==> src/rtl/radio_cmd_decoder.sv <==
module radio_cmd_decoder #(
  parameter int RAM_AW   = 9,
  parameter int RAM_TOP  = 384,
  parameter int TXB_AW   = 7,
  parameter int REG_AW   = 6,
  parameter int STROBE_LIM = 15
) (
  input  logic              clk,
  input  logic              rst_n,
  input  logic              spi_sel,
  input  logic              supply_ok,
  input  logic              rx_valid,
  input  logic [7:0]        rx_byte,
  output logic [7:0]        miso_byte,
  input  logic [7:0]        status_in,
  output logic              strobe_valid,
  output logic [3:0]        strobe_code,
  output logic [REG_AW-1:0] reg_addr,
  input  logic [15:0]       reg_rdata,
  output logic              reg_we,
  output logic [15:0]       reg_wdata,
  output logic              txb_we,
  output logic [TXB_AW-1:0] txb_idx,
  output logic [7:0]        txb_wdata,
  input  logic              tx_done,
  output logic              rxb_pop,
  input  logic [7:0]        rxb_rdata,
  output logic [RAM_AW-1:0] ram_addr,
  output logic              ram_we,
  output logic [7:0]        ram_wdata,
  input  logic [7:0]        ram_rdata
);

  localparam int LO_W = RAM_AW - 2;
  localparam logic [REG_AW-1:0] TXB_REG = REG_AW'(62);
  localparam logic [REG_AW-1:0] RXB_REG = REG_AW'(63);

  typedef enum logic [3:0] {
    S_CMD, S_WHI, S_WLO, S_RHI, S_RLO, S_TXW, S_RXR, S_RAMA, S_RAMW, S_RAMR
  } st_t;

  st_t st, st_nx;
  logic [RAM_AW-1:0] ptr, ptr_nx, ram_next;
  logic [7:0] hi_keep, resp;
  logic [TXB_AW-1:0] tx_ptr;
  logic tx_fresh, take;

  assign take         = rx_valid & spi_sel & supply_ok;
  assign strobe_valid = take && st == S_CMD && rx_byte < 8'(STROBE_LIM);
  assign strobe_code  = rx_byte[3:0];

  assign reg_addr  = ptr[REG_AW-1:0];
  assign reg_we    = take && (st == S_WHI || st == S_WLO);
  assign reg_wdata = (st == S_WHI) ? {rx_byte, reg_rdata[7:0]} : {hi_keep, rx_byte};

  assign txb_we    = take && st == S_TXW;
  assign txb_idx   = tx_fresh ? '0 : tx_ptr;
  assign txb_wdata = rx_byte;

  assign rxb_pop   = take && st == S_RXR;

  assign ram_addr  = ptr;
  assign ram_we    = take && st == S_RAMW;
  assign ram_wdata = rx_byte;
  assign ram_next  = (int'(ptr) + 1 >= RAM_TOP) ? '0 : ptr + 1'b1;

  always_comb begin
    st_nx  = st;
    ptr_nx = ptr;
    case (st)
      S_CMD: begin
        if (rx_byte[7]) begin
          st_nx  = S_RAMA;
          ptr_nx = RAM_AW'(rx_byte[6:0]);
        end else begin
          ptr_nx = RAM_AW'(rx_byte[REG_AW-1:0]);
          if (rx_byte[REG_AW-1:0] == TXB_REG)      st_nx = S_TXW;
          else if (rx_byte[REG_AW-1:0] == RXB_REG) st_nx = S_RXR;
          else if (rx_byte < 8'(STROBE_LIM))       st_nx = S_CMD;
          else if (rx_byte[6])                     st_nx = S_RHI;
          else                                     st_nx = S_WHI;
        end
      end
      S_WHI:  st_nx = S_WLO;
      S_WLO:  st_nx = S_CMD;
      S_RHI:  st_nx = S_RLO;
      S_RLO:  st_nx = S_CMD;
      S_RAMA: begin
        ptr_nx = {rx_byte[7:6], ptr[LO_W-1:0]};
        st_nx  = rx_byte[5] ? S_RAMR : S_RAMW;
      end
      S_RAMW, S_RAMR: ptr_nx = ram_next;
      default: st_nx = st;
    endcase
  end

  always_comb begin
    case (st)
      S_WHI, S_RHI: resp = reg_rdata[15:8];
      S_WLO, S_RLO: resp = reg_rdata[7:0];
      S_RXR:        resp = rxb_rdata;
      S_RAMR:       resp = ram_rdata;
      default:      resp = status_in;
    endcase
  end

  always_ff @(posedge clk or negedge rst_n) begin
    if (!rst_n) begin
      st        <= S_CMD;
      ptr       <= '0;
      hi_keep   <= '0;
      tx_ptr    <= '0;
      tx_fresh  <= 1'b0;
      miso_byte <= '0;
    end else begin
      if (!spi_sel || !supply_ok) st <= S_CMD;
      else if (rx_valid) begin
        st  <= st_nx;
        ptr <= ptr_nx;
      end
      if (rx_valid && spi_sel) miso_byte <= supply_ok ? resp : 8'h00;
      if (take && st == S_WHI) hi_keep <= rx_byte;
      if (txb_we) begin
        tx_ptr   <= txb_idx + 1'b1;
        tx_fresh <= 1'b0;
      end
      if (tx_done) tx_fresh <= 1'b1;
    end
  end

  a_r12_deselect_idle: assert property (@(posedge clk) disable iff (!rst_n)
    !spi_sel |=> st == S_CMD);

  a_r13_quiet_unpowered: assert property (@(posedge clk) disable iff (!rst_n)
    !supply_ok |-> !(strobe_valid || reg_we || txb_we || rxb_pop || ram_we));

  a_r13_zero_unpowered: assert property (@(posedge clk) disable iff (!rst_n)
    rx_valid && spi_sel && !supply_ok |=> miso_byte == 8'h00);

  a_r2_write_ends: assert property (@(posedge clk) disable iff (!rst_n)
    take && st == S_WLO |=> st == S_CMD);

  a_r1_strobe_stays: assert property (@(posedge clk) disable iff (!rst_n)
    strobe_valid |=> st == S_CMD);

  a_r9_ram_step: assert property (@(posedge clk) disable iff (!rst_n)
    take && (st == S_RAMW || st == S_RAMR) |=>
      (ram_addr == '0 || int'(ram_addr) == int'($past(ram_addr)) + 1));

  a_r6_tx_step: assert property (@(posedge clk) disable iff (!rst_n)
    txb_we && !tx_done |=> txb_idx == TXB_AW'($past(txb_idx) + 1'b1));

endmodule

==> config.mk <==
export PLATFORM = sky130hd
export DESIGN_NAME = radio_cmd_decoder
export DESIGN_NICKNAME = d
export VERILOG_FILES = /design/src/rtl/radio_cmd_decoder.sv
export SDC_FILE = /design/constraint.sdc
export NUM_CORES = 1
export LEC_CHECK = 0
export ABC_AREA = 1
export BUFFER_PORTS_ARGS = -buffer_cell sky130_fd_sc_hd__buf_4
export CAP_MARGIN = 25
export CORE_MARGIN = 8
export CORE_UTILIZATION = 52
export DETAILED_ROUTE_END_ITERATION = 7
export PLACE_DENSITY = 0.89
export REMOVE_ABC_BUFFERS = 1
export SYNTH_ARGS = -nofsm -noshare
export SYNTH_HDL_FRONTEND = slang
export SYNTH_SLANG_ARGS = --single-unit
export TNS_END_PERCENT = 5
==> constraint.sdc <==
create_clock -name clk -period 3.44 [get_ports clk]
set_input_delay 0.172 -clock clk [delete_from_list [all_inputs] [get_ports clk]]
set_output_delay 0.172 -clock clk [all_outputs]
set_load 0.1 [all_outputs]
==> impl_results.rst <==
.. list-table::
   :header-rows: 1

   * - Metric
     - Value
   * - Skew-Pair Late Insertion Delay
     - between 0.2 and 0.3 ns
   * - Area delta synth->final
     - 29.3%
   * - Final Setup Violations
     - 0
   * - Die area
     - around 8300 um^2
   * - Combined area of all synthesized cells
     - 2930 um^2
   * - Worst hold path type
     - in -> reg
   * - FF+latch area
     - around 930 um^2
   * - Post-Syn Area per Cell
     - 6.59 um^2
   * - Critical setup path kind
     - reg -> out
   * - Number of distinct library cells after synthesis
     - 36
   * - # IOs
     - roughly 130
   * - Root buffer cell
     - sky130_fd_sc_hd__clkbuf_8
   * - Share of the yosys chip area belonging to registers
     - between 30% and 40%
   * - Die Ht
     - around 91 um
   * - Horizontal die dimension
     - ~90 um
   * - Level count of the clock H-tree
     - 2
   * - Resized cells post-CTS
     - 0
   * - Total Power
     - 2.21 mW
   * - Worst-path fanout max
     - 19
   * - Fraction of final layout cells with drive strength greater than 1
     - 30.4%
   * - Clock period minus worst slack
     - approximately 2.2 ns
   * - Hold Path Origin
     - tx_done
   * - Power density relative to cell area
     - 582 nW/um^2
   * - Final Hold Violating Endpoints
     - 0
   * - Reg-to-reg critical path endpoint
     - ram_addr[2]$_DFFE_PN0P_
   * - Number of buffers created by CTS
     - 5
   * - Post-Layout Inst Area
     - approximately 3800 um^2
   * - Warnings, synthesis
     - 0
   * - Commonest cells after routing, fill and taps aside
     - sky130_fd_sc_hd__nand2_1, sky130_fd_sc_hd__buf_4, sky130_fd_sc_hd__inv_1
   * - Number of antenna violations at the first check in global routing
     - 0
   * - Cells on Worst Hold Path
     - 2
   * - Area of the core
     - 5470 um^2
   * - Kind of start point of the critical path
     - register
   * - GP Congestion
     - roughly 0.89
   * - Count of cells along the worst register-to-register path
     - 7
   * - Residual antenna-violating net count after detailed routing
     - 0
   * - R2r startpoint
     - st[1]$_DFFE_PN0P_
   * - Fraction of post-synthesis cell area in the top cell type by area
     - between 30% and 40%
   * - GRT Residual Overflow
     - 0
   * - Placement Setup Slack
     - roughly 1.5 ns
   * - Leakage power of the design
     - roughly 2.1 nW
   * - Number of clock sinks
     - 37
   * - Number of search-and-repair iterations in the first detailed-routing pass
     - 6
   * - Layout fillers
     - roughly 490
   * - Overall track demand over capacity in global routing
     - a little over a fifth
   * - CTS tree
     - yes
   * - Largest voltage drop on the vdd net
     - about 500 uV
   * - Number of violations of the max-capacitance limit
     - 0
   * - Run status
     - completed
   * - Post-detailed-route wirelength per cell
     - between 10 and 15 um
   * - Final cycle utilization of the critical path
     - between 60% and 70%
   * - Number of inserted diodes
     - 0
   * - Post-detailed-routing wire length
     - between 8 and 9 mm
   * - Final routed DRC violation total
     - 0
   * - Synth top area cells
     - sky130_fd_sc_hd__dfrtp_1, sky130_fd_sc_hd__nand2_1, sky130_fd_sc_hd__buf_4
   * - Register-to-register setup slack
     - 1.48 ns
   * - Number of nets in the layout
     - 599
   * - Remaining max-slew budget at the tightest pin
     - 67.8%
   * - CP endpoint kind
     - output port
   * - Via/cell ratio
     - 5.10
   * - Estimated wirelength of the detail-placed design
     - between 7 and 8 mm
   * - Final worst clock skew
     - 0.00510 ns
   * - Longest Clk Path Bufs
     - 2
   * - Largest net degree at the start of global routing
     - 38
   * - Port Buffers
     - between 100 and 150
   * - Final std cells w/o fill
     - around 620
   * - Critical Path RT
     - approximately 3.3 ns
   * - Synthesized flop and latch total
     - 37
   * - Number of vias after detailed routing
     - roughly 3100
   * - Multi-input logic area
     - ~1600 um^2
   * - Transition at the pin with the smallest max-transition slack
     - 0.482 ns
   * - Number of global-route vias before repair
     - between 3000 and 4000
   * - Placement-stage cell area
     - 3700 um^2
   * - Gate count of the mapped netlist
     - roughly 450
   * - Number of buffers inserted by post-CTS setup repair
     - 0
   * - Min setup slack post-route
     - 1.28 ns
   * - Count of standard-cell rows
     - 27
   * - Final slew viol count
     - 0
   * - Iteration-0 DRC Markers
     - between 150 and 200
   * - Max Clock Freq
     - roughly 460 MHz
   * - Most common library cell in the layout ignoring fill and taps
     - sky130_fd_sc_hd__nand2_1
   * - Instance count after placement with tap cells included
     - between 600 and 700
   * - Worst endpoint data arrival time
     - 1.99 ns
   * - Min-Delay Endpoint
     - tx_fresh$_DFFE_PN0P_
   * - RSZ-0062 raised after global routing
     - false
   * - Clock transition time at the flip-flop clock pins of the worst setup and hold paths
     - approximately 0.07 ns
   * - Global-route wire length before repair
     - approximately 15 mm
   * - Initial Util
     - 53.6%
   * - Yosys top cell by area
     - sky130_fd_sc_hd__dfrtp_1
flip-flops by register name (all words and copies together), names as in the netlist:
signal / flops
tx_ptr: 7
tx_fresh: 1
ram_addr: 9
st: 4
miso_byte: 8
hi_keep: 8
cells in the mapped netlist:
master                      instances
sky130_fd_sc_hd__a21oi_1           34
sky130_fd_sc_hd__nand2_8            1
sky130_fd_sc_hd__xnor2_1            2
sky130_fd_sc_hd__inv_2              6
sky130_fd_sc_hd__clkinv_2           1
sky130_fd_sc_hd__clkbuf_1           1
sky130_fd_sc_hd__nor2_2             5
sky130_fd_sc_hd__nand3_1           31
sky130_fd_sc_hd__dfrtp_1           37
sky130_fd_sc_hd__nor2_4             3
sky130_fd_sc_hd__buf_4             27
sky130_fd_sc_hd__xor2_1             2
sky130_fd_sc_hd__o211ai_1           1
sky130_fd_sc_hd__nand2_4            1
sky130_fd_sc_hd__mux2i_1            1
sky130_fd_sc_hd__nand4_1            6
sky130_fd_sc_hd__inv_1             42
sky130_fd_sc_hd__o21ai_1            5
sky130_fd_sc_hd__nand2_2            7
sky130_fd_sc_hd__ha_1               3
sky130_fd_sc_hd__nor3_1             1
sky130_fd_sc_hd__o21bai_1           1
sky130_fd_sc_hd__nor2_8             1
sky130_fd_sc_hd__inv_4              2
sky130_fd_sc_hd__buf_6              2
sky130_fd_sc_hd__nor4_1             1
sky130_fd_sc_hd__or2_2              1
sky130_fd_sc_hd__a31oi_1            1
sky130_fd_sc_hd__a22oi_1            2
sky130_fd_sc_hd__nand3_2            5
sky130_fd_sc_hd__o2111ai_1          1
sky130_fd_sc_hd__nor2_1            37
sky130_fd_sc_hd__buf_2              5
sky130_fd_sc_hd__nand2_1          141
sky130_fd_sc_hd__o21ai_2            1
sky130_fd_sc_hd__o21ai_0           27
worst max-delay path, stage by stage (launching register included):
cell and delay, ns:
sky130_fd_sc_hd__dfrtp_1 0.51, sky130_fd_sc_hd__inv_4 0.14, sky130_fd_sc_hd__nand2_8 0.07, sky130_fd_sc_hd__nor2_8 0.25
sky130_fd_sc_hd__inv_2 0.18, sky130_fd_sc_hd__o21ai_0 0.21, sky130_fd_sc_hd__buf_4 0.32
layout make-up:
type / count / area share [%]
Clock inverter: 2 / 0.264
Tap cell: 72 / 2.38
Multi-Input combinational cell: 322 / 41.0
Timing Repair Buffer: 125 / 24.8
Inverter: 51 / 5.21
Clock buffer: 6 / 1.91
Sequential cell: 37 / 24.4
how the worst max path moves through the flow:
stage                      startpoint                 endpoint  depth (start not counted)
floorplan           st[0]$_DFFE_PN0P_                   ram_we                          1
global placement    st[1]$_DFFE_PN0P_  ram_addr[1]$_DFFE_PN0P_                          7
detailed placement  st[1]$_DFFE_PN0P_  ram_addr[2]$_DFFE_PN0P_                          7
CTS                 st[1]$_DFFE_PN0P_             reg_wdata[9]                          6
global route        st[1]$_DFFE_PN0P_             reg_wdata[9]                          6
finish              st[1]$_DFFE_PN0P_             reg_wdata[9]                          6
kinds of logic after synthesis:
group / after synthesis / share of synthesized area (%)
compound gates: 73 / 13.1
mux: 1 / 0.341
fa+ha+maj: 3 / 1.28
simple gates: 241 / 37.1
buf+inv: 86 / 15.4
flops: 37 / 31.6
xor+xnor: 4 / 1.19
report_power, final:
part	switching, mW	internal, mW	leakage, nW
Combinational	1.05	0.276	1.56
Clock	0.156	0.140	0.0450
Sequential	0.0835	0.502	0.463
Total	1.29	0.918	2.06
repair_timing:
item / 4_1_cts / 5_1_grt
hold endpoints to repair: 37 / 0
hold buffers: 1 / 0
endpoints found under the setup margin: 0 / 0
layer usage:
layer  track usage, %  share of wire, %
met1             24.8                42
met2             36.8                50
met3             5.43               6.7
met4             5.18              0.90
met5                0                 0
stage by stage:
stage                     utilization [%]  hold slack (ns)  TNS (ns)
after global placement               67.6            0.162         0
after floorplan                         -           -0.124    -0.178
final                                69.3           0.0799         0
after CTS                            69.3           0.0806         0
after detailed placement             67.6            0.168         0
after global routing                 69.3           0.0750         0
(Power assumes the default switching activity.)
